[config.mk]
export PLATFORM = sky130hd
export DESIGN_NAME = tri_vertex_classifier
export DESIGN_NICKNAME = d
export VERILOG_FILES = /design/src/rtl/tvc_pkg.sv /design/src/rtl/tvc_compare.sv /design/src/rtl/tvc_order.sv /design/src/rtl/tvc_assign.sv /design/src/rtl/tri_vertex_classifier.sv
export SDC_FILE = /design/constraint.sdc
export NUM_CORES = 1
export LEC_CHECK = 0
export BUFFER_PORTS_ARGS = -buffer_cell sky130_fd_sc_hd__buf_2
export CORE_ASPECT_RATIO = 0.75
export CORE_MARGIN = 2
export CORE_UTILIZATION = 40
export CTS_BUF_LIST = sky130_fd_sc_hd__clkbuf_4 sky130_fd_sc_hd__clkbuf_8
export DETAILED_ROUTE_END_ITERATION = 8
export PLACE_DENSITY_LB_ADDON = 0.08
export REMOVE_ABC_BUFFERS = 1
export SYNTH_ARGS = -nofsm -noshare
export SYNTH_HDL_FRONTEND = slang
export SYNTH_SLANG_ARGS = --single-unit
[constraint.sdc]
create_clock -name clk -period 12.2 [get_ports clk]
set_input_delay 0.61 -clock clk [delete_from_list [all_inputs] [get_ports clk]]
set_output_delay 0.61 -clock clk [all_outputs]
set_load 0.005 [all_outputs]
[src/rtl/tvc_pkg.sv]
package tvc_pkg;
  localparam int NV = 3;   // vertices
  localparam int NP = 3;   // vertex pairs

  typedef logic [1:0] vidx_t;

  // Line record; packing order gives the bit positions stated in R6.
  typedef struct packed {
    logic  act;
    logic  yneg;
    logic  xneg;
    vidx_t dst;
    vidx_t src;
  } line_rec_t;

  localparam int LREC_W = $bits(line_rec_t);

  // Pair p -> its lower and higher vertex number.
  function automatic int pair_lo(int p);
    return (p == 2) ? 1 : 0;
  endfunction

  function automatic int pair_hi(int p);
    return (p == 0) ? 1 : 2;
  endfunction

  // Two distinct vertex numbers -> pair index.
  function automatic int pair_of(int a, int b);
    case (a + b)
      1:       return 0;
      2:       return 1;
      default: return 2;
    endcase
  endfunction

  // Sign bit of a step: decrement when the end lies below the start.
  function automatic logic step_down(logic signed [31:0] from_c, logic signed [31:0] to_c);
    return to_c < from_c;
  endfunction
endpackage

[src/rtl/tvc_compare.sv]
module tvc_compare
  import tvc_pkg::*;
#(
  parameter int W = 16
) (
  input  logic signed [W-1:0] c [NV],
  output logic [NP-1:0]       eq,
  output logic [NP-1:0]       gt,
  output logic [NP-1:0]       lt
);
  for (genvar p = 0; p < NP; p++) begin : g_pair
    localparam int LO = pair_lo(p);
    localparam int HI = pair_hi(p);
    assign eq[p] = (c[LO] == c[HI]);
    assign gt[p] = (c[LO] >  c[HI]);
    assign lt[p] = (c[LO] <  c[HI]);
  end
endmodule

[src/rtl/tvc_order.sv]
module tvc_order
  import tvc_pkg::*;
(
  input  logic [NP-1:0] x_eq,
  input  logic [NP-1:0] x_lt,
  input  logic [NP-1:0] y_eq,
  input  logic [NP-1:0] y_lt,
  output logic [NP-1:0] lo_first,
  output vidx_t         ord [NV]
);
  logic [1:0] rank [NV];

  // Lower-numbered vertex of each pair comes first on Y, then X, then number.
  for (genvar p = 0; p < NP; p++) begin : g_first
    assign lo_first[p] = y_lt[p] | (y_eq[p] & (x_lt[p] | x_eq[p]));
  end

  always_comb begin
    for (int i = 0; i < NV; i++) begin
      rank[i] = 2'd0;
      for (int j = 0; j < NV; j++) begin
        if (j != i) begin
          if ((j < i) ? lo_first[pair_of(i, j)] : !lo_first[pair_of(i, j)])
            rank[i] = rank[i] + 2'd1;
        end
      end
    end
  end

  always_comb begin
    for (int r = 0; r < NV; r++) begin
      ord[r] = '0;
      for (int i = 0; i < NV; i++) begin
        if (rank[i] == 2'(r)) ord[r] = vidx_t'(i);
      end
    end
  end
endmodule

[src/rtl/tvc_assign.sv]
module tvc_assign
  import tvc_pkg::*;
#(
  parameter int W = 16
) (
  input  vidx_t               ord [NV],
  input  logic signed [W-1:0] xs  [NV],
  input  logic signed [W-1:0] ys  [NV],
  input  logic [NP-1:0]       x_eq,
  input  logic [NP-1:0]       y_eq,
  output logic                single_pt,
  output line_rec_t           recs [NP]
);
  logic [NP-1:0] pair_same;

  assign pair_same = x_eq & y_eq;
  assign single_pt = &pair_same;

  // Rank pair p gives one edge: 0 = upper, 1 = long, 2 = lower.
  for (genvar p = 0; p < NP; p++) begin : g_edge
    localparam int RS = pair_lo(p);
    localparam int RD = pair_hi(p);
    vidx_t s;
    vidx_t d;
    assign s = ord[RS];
    assign d = ord[RD];
    always_comb begin
      recs[p].src  = s;
      recs[p].dst  = d;
      recs[p].xneg = step_down(32'(xs[s]), 32'(xs[d]));
      recs[p].yneg = step_down(32'(ys[s]), 32'(ys[d]));
      recs[p].act  = !pair_same[pair_of(int'(s), int'(d))];
    end
  end
endmodule

[src/rtl/tri_vertex_classifier.sv]
module tri_vertex_classifier
  import tvc_pkg::*;
#(
  parameter int W = 16
) (
  input  logic                 clk,
  input  logic                 rst_n,
  input  logic                 in_valid,
  input  logic signed [W-1:0]  vx0,
  input  logic signed [W-1:0]  vx1,
  input  logic signed [W-1:0]  vx2,
  input  logic signed [W-1:0]  vy0,
  input  logic signed [W-1:0]  vy1,
  input  logic signed [W-1:0]  vy2,
  output logic                 out_valid,
  output logic [2:0]           x_eq,
  output logic [2:0]           x_gt,
  output logic [2:0]           x_lt,
  output logic [2:0]           y_eq,
  output logic [2:0]           y_gt,
  output logic [2:0]           y_lt,
  output logic [1:0]           ord_top,
  output logic [1:0]           ord_mid,
  output logic [1:0]           ord_bot,
  output logic                 single_point,
  output logic [6:0]           line_long,
  output logic [6:0]           line_upper,
  output logic [6:0]           line_lower
);
  logic signed [W-1:0] xs [NV];
  logic signed [W-1:0] ys [NV];
  logic [NP-1:0] cx_eq, cx_gt, cx_lt, cy_eq, cy_gt, cy_lt;
  logic [NP-1:0] lo_first;
  vidx_t         ord_n [NV];
  logic          single_n;
  line_rec_t     recs [NP];

  assign xs[0] = vx0;  assign xs[1] = vx1;  assign xs[2] = vx2;
  assign ys[0] = vy0;  assign ys[1] = vy1;  assign ys[2] = vy2;

  tvc_compare #(.W(W)) u_cmp_x (.c(xs), .eq(cx_eq), .gt(cx_gt), .lt(cx_lt));
  tvc_compare #(.W(W)) u_cmp_y (.c(ys), .eq(cy_eq), .gt(cy_gt), .lt(cy_lt));

  tvc_order u_order (
    .x_eq(cx_eq), .x_lt(cx_lt), .y_eq(cy_eq), .y_lt(cy_lt),
    .lo_first(lo_first), .ord(ord_n)
  );

  tvc_assign #(.W(W)) u_assign (
    .ord(ord_n), .xs(xs), .ys(ys), .x_eq(cx_eq), .y_eq(cy_eq),
    .single_pt(single_n), .recs(recs)
  );

  always_ff @(posedge clk) begin
    if (!rst_n) begin
      out_valid    <= 1'b0;
      x_eq         <= '0;  x_gt <= '0;  x_lt <= '0;
      y_eq         <= '0;  y_gt <= '0;  y_lt <= '0;
      ord_top      <= '0;  ord_mid <= '0;  ord_bot <= '0;
      single_point <= 1'b0;
      line_long    <= '0;  line_upper <= '0;  line_lower <= '0;
    end else begin
      out_valid <= in_valid;
      if (in_valid) begin
        x_eq         <= cx_eq;  x_gt <= cx_gt;  x_lt <= cx_lt;
        y_eq         <= cy_eq;  y_gt <= cy_gt;  y_lt <= cy_lt;
        ord_top      <= ord_n[0];
        ord_mid      <= ord_n[1];
        ord_bot      <= ord_n[2];
        single_point <= single_n;
        line_upper   <= recs[0];
        line_long    <= recs[1];
        line_lower   <= recs[2];
      end
    end
  end
endmodule

==> impl.org <==
** Synthesis
- Each instance of the synthesized netlist takes up on average between 7 and 8 um2.
- For this run, the leading register cell type out of synthesis is dfxtp_1.
- The share of the Yosys chip area taken by registers is 0.0868.
- Yosys warnings :: 0
- After synthesis the netlist holds a flip-flop and latch count of 35.
- Yosys mapped a number of flops with a built-in enable equal to 0.
- Post-synthesis async set-or-reset flop share :: 0
- Synthesis produced a netlist whose cell count is 1072.
- After synthesis, the netlist uses 58 different library cells.
- Post-Syn Area :: about 8100 um2

** Drt
- Total length of routed wires :: roughly 27 mm
- After detailed routing, the number of vias per cell comes to 5.64.
- In the final routed layout, each cell accounts on average for 18.5 um.
- Initial DRC Count :: 634
- Total via count in the routed design :: between 8k and 9k
- Number of iterations in the first detailed-routing pass :: 5
- For this run, design rule violations remaining after detail routing come to 0.
- Post-DRT Antenna Nets :: 0

** STA
- Headroom to the max-slew limit came out at 0.444.
- The total count of hold-check failures in the final report came to 0.
- Post-layout min period :: 5.93 ns
- Worst clock skew :: 0 ns
- At the pin with the least slew margin, the transition time is approximately 0.8 ns.
- Setup violations remaining at the end of the flow were counted as 0.
- Based on the critical path, the design can be clocked at up to between 150 and 200 MHz.
- Final WS setup :: roughly 6.3 ns
- In the finished design, the share of the clock period the worst path needs comes to 0.486.
- Hold is met by 0.482 ns.
- Setup repair after global routing left no endpoint under its margin.
- Total Neg Setup Slack :: 0 ns
- The number of slew-limit violations in the final report came to 0.

** Flow run
- The tool flagged a number of max-cap violations equal to 0.

** Global route
- The initial antenna violation count is 1.
- Entering global routing, the biggest net connects 47 pins.
- In the global route stage, overall resource usage came out at 0.247.
- The first global-routing pass estimated 42.1 mm of wire.
- The via count of the first global-routing pass came to about 7.4k.
- The total overflow left after global routing is 0.

** Final layout
- # nets final :: between 1k and 1.5k
- Of the cells placed in the final design, the portion with a size suffix greater than 1 is 0.154.
- The repair_antennas step left the layout with diodes totalling 0.
- Summing all non-filler instances in the final layout gives an area of 9040 um2.
- P&R area growth vs syn :: 11.9%

** Critical path
- Largest fanout on the critical path :: 24
- Ordered list of cells on the worst path :: buf_2 > inv_1 > ha_1 > nand4_1 > or2_2 > a211o_1 > a31oi_1 > nor3_1 > o21ai_2 > inv_1 > ha_2 > buf_4 > mux2i_1 > o21ai_0 > ha_1 > a21o_1 > a21o_1 > a221o_1 > a31oi_1 > o2111ai_1 > a31oi_1
- For the worst setup path, the data required time is about 12 ns.
- The critical path in this run is classified as in -> reg.
- The worst setup path is captured at a flip-flop.
- Cell occurring most often along the worst timing path :: a31oi_1
- Path depth of the worst reg2reg path :: 2
- Biggest cell delay along the critical path :: around 0.59 ns
- Data arrives at the worst endpoint at between 6 and 7 ns.
- The worst setup path is launched from a primary input.
- Slowest stage cell, crit path :: ha_2

** Placement
- The HPWL after detailed placement is roughly 22 mm.
- OpenSTA, run right after detailed placement, puts the worst setup slack at around 6 ns.
- Port buffering added between 100 and 150 buffers.
- Routability-driven placement finished with a final weighted congestion of 0.891.
- DP Area :: just under 9000 um2

** Floorplanning
- For this configuration, the core starts out at a cell density of 0.413.
- Die width :: 168 um
- Core area :: between 15000 and 20000 um2
- The floorplan has 44 rows.
- Die Area :: around 21000 um2
- approximately 150 I/O pins were placed.
- From bottom edge to top edge, the die measures approximately 130 um.

** CTS
- Clock tree from TritonCTS :: built
- The clock passes through at most 2 buffers.
- After clock tree synthesis, the repair step resized 0 gates.
- The clock tree synthesis step divided the H-tree into 2 levels.
- CTS saw 35 sinks.
- Hold-fix buffer count after cts :: 0
- Count of buffers added by post-CTS timing repair for setup :: 0
- Clock root buffer master :: clkbuf_8
- Counting the buffers created by CTS gives 5.
- After clock tree synthesis, the clock-pin slew on the worst setup and hold paths is roughly 0.090 ns.
- The later pin in the worst-skew pair is clocked with a latency of around 0.3 ns.

** Run status
- The run finished with clean final reports.

** Worst hold path
- The path class of the tightest hold or removal check is reg -> reg.
- Number of cells on the worst hold path :: 2

** Power
- Final total power :: about 1.0 mW
- Power spread over the standard cell area amounts to about 110 nW/um2.
- Peak VDD IR :: between 30 and 40 uV
- For this design the static power due to leakage is around 4.7 nW.
## layout make-up
type / count / area (um2)
tap: 253 / 317
clock buffer: 5 / 68.8
inverter: 109 / 409
timing repair buffer: 155 / 801
clock inverter: 3 / 23.8
sequential: 35 / 701
multi-input combinational: 873 / 6720
fill: 2024 / 10500
## worst paths after layout
check	startpoint	endpoint	slack [ns]
setup / recovery	vx2[15]	line_upper[4]$_SDFFE_PN0P_	6.27
hold / removal	y_gt[1]$_SDFFE_PN0P_	y_gt[1]$_SDFFE_PN0P_	0.48
setup reg to reg	line_long[4]$_SDFFE_PN0P_	line_long[4]$_SDFFE_PN0P_	11.21
hold reg to reg	y_gt[1]$_SDFFE_PN0P_	y_gt[1]$_SDFFE_PN0P_	0.48
## layer usage
layer / wire [um] / up-vias / part of all wire / track usage
met5: 0 / - / 0 / 0
li1: - / 4089 / - / -
met4: 96 / 0 / 0.0036 / 0.0199
met3: 1670 / 7 / 0.063 / 0.0260
met1: 14600 / 3745 / 0.55 / 0.408
met2: 10200 / 242 / 0.38 / 0.347
## metrics by stage
step	std cells	util
after floorplan	1017	-
after global placement	1425	0.458
after detailed placement	1425	0.458
after CTS	1433	0.462
after global routing	1433	0.462
final	1433	0.462
## cells by family (layout without fill, tap and decap cells)
family          after synthesis  count (layout)  synth area share
compound gates              283             283             0.219
flops                        35              35            0.0868
simple gates                281             281             0.168
xor+xnor                      1               1           0.00109
mux                         115             115             0.143
buf+inv                     164             272            0.0826
fa+ha+maj                   193             193             0.299
## power breakdown
group,switching [mW],internal [mW]
sequential,0.00772,0.125
combinational,0.465,0.326
clock,0.0527,0.0409
## synthesized netlist by cell type, types with 2 or more instances
cell	number	share of area
inv_1	108	0.050
o211ai_1	8	0.0074
buf_4	12	0.011
buf_1	14	0.0065
nand2b_1	16	0.012
nand2_1	85	0.040
a211oi_1	10	0.0093
buf_2	5	0.0031
or2_2	3	0.0023
dfxtp_1	35	0.087
o211a_1	2	0.0025
o2bb2ai_1	6	0.0065
nor3_1	14	0.0087
a2111oi_0	7	0.0076
a311oi_1	2	0.0022
and4_1	5	0.0054
a21oi_1	82	0.051
a221oi_1	3	0.0033
or4_1	2	0.0019
nand4_1	33	0.026
clkbuf_1	24	0.011
nor4_1	5	0.0039
o2111ai_1	3	0.0033
a21o_1	38	0.035
a31oi_1	6	0.0047
a21boi_0	3	0.0028
mux2_2	5	0.0070
ha_1	192	0.30
nand3b_1	2	0.0019
or4_4	2	0.0028
nor2_1	78	0.036
mux2i_1	110	0.14
and2_1	5	0.0039
a211o_1	5	0.0054
and3_1	3	0.0023
o21a_1	17	0.016
nand3_1	6	0.0037
nor2b_1	17	0.013
o21ai_0	80	0.050
## state kept, by name, indices dropped and copies added (netlist names)
| register | count |
|---|---|
| line_long | 5 |
| line_lower | 3 |
| line_upper | 4 |
| ord_bot | 1 |
| ord_mid | 1 |
| ord_top | 1 |
| out_valid | 1 |
| single_point | 1 |
| x_eq | 3 |
| x_gt | 3 |
| x_lt | 3 |
| y_eq | 3 |
| y_gt | 3 |
| y_lt | 3 |
## layout by cell type, fill, tap and decap left out, types with 7 or more instances in the layout
cell type,count
ha_1,189
buf_2,145
mux2i_1,110
inv_1,108
nand2_1,85
a21oi_1,82
o21ai_0,80
nor2_1,78
a21o_1,38
dfxtp_1,35
nand4_1,33
o21a_1,17
nand2b_1,16
nor2b_1,15
nor3_1,14
a211oi_1,10
buf_4,10
o211ai_1,8
a2111oi_0,7
## worst max-delay path: cells and delay by family
family,cells,cell delay (ns)
and+or+nand+nor,3,0.66
buffers and inverters,4,0.82
AOI/OAI and AO/OA,10,2.56
muxes,1,0.23
adders and majority gates,3,1.25
Note: power is estimated with default switching activity, not from simulation.
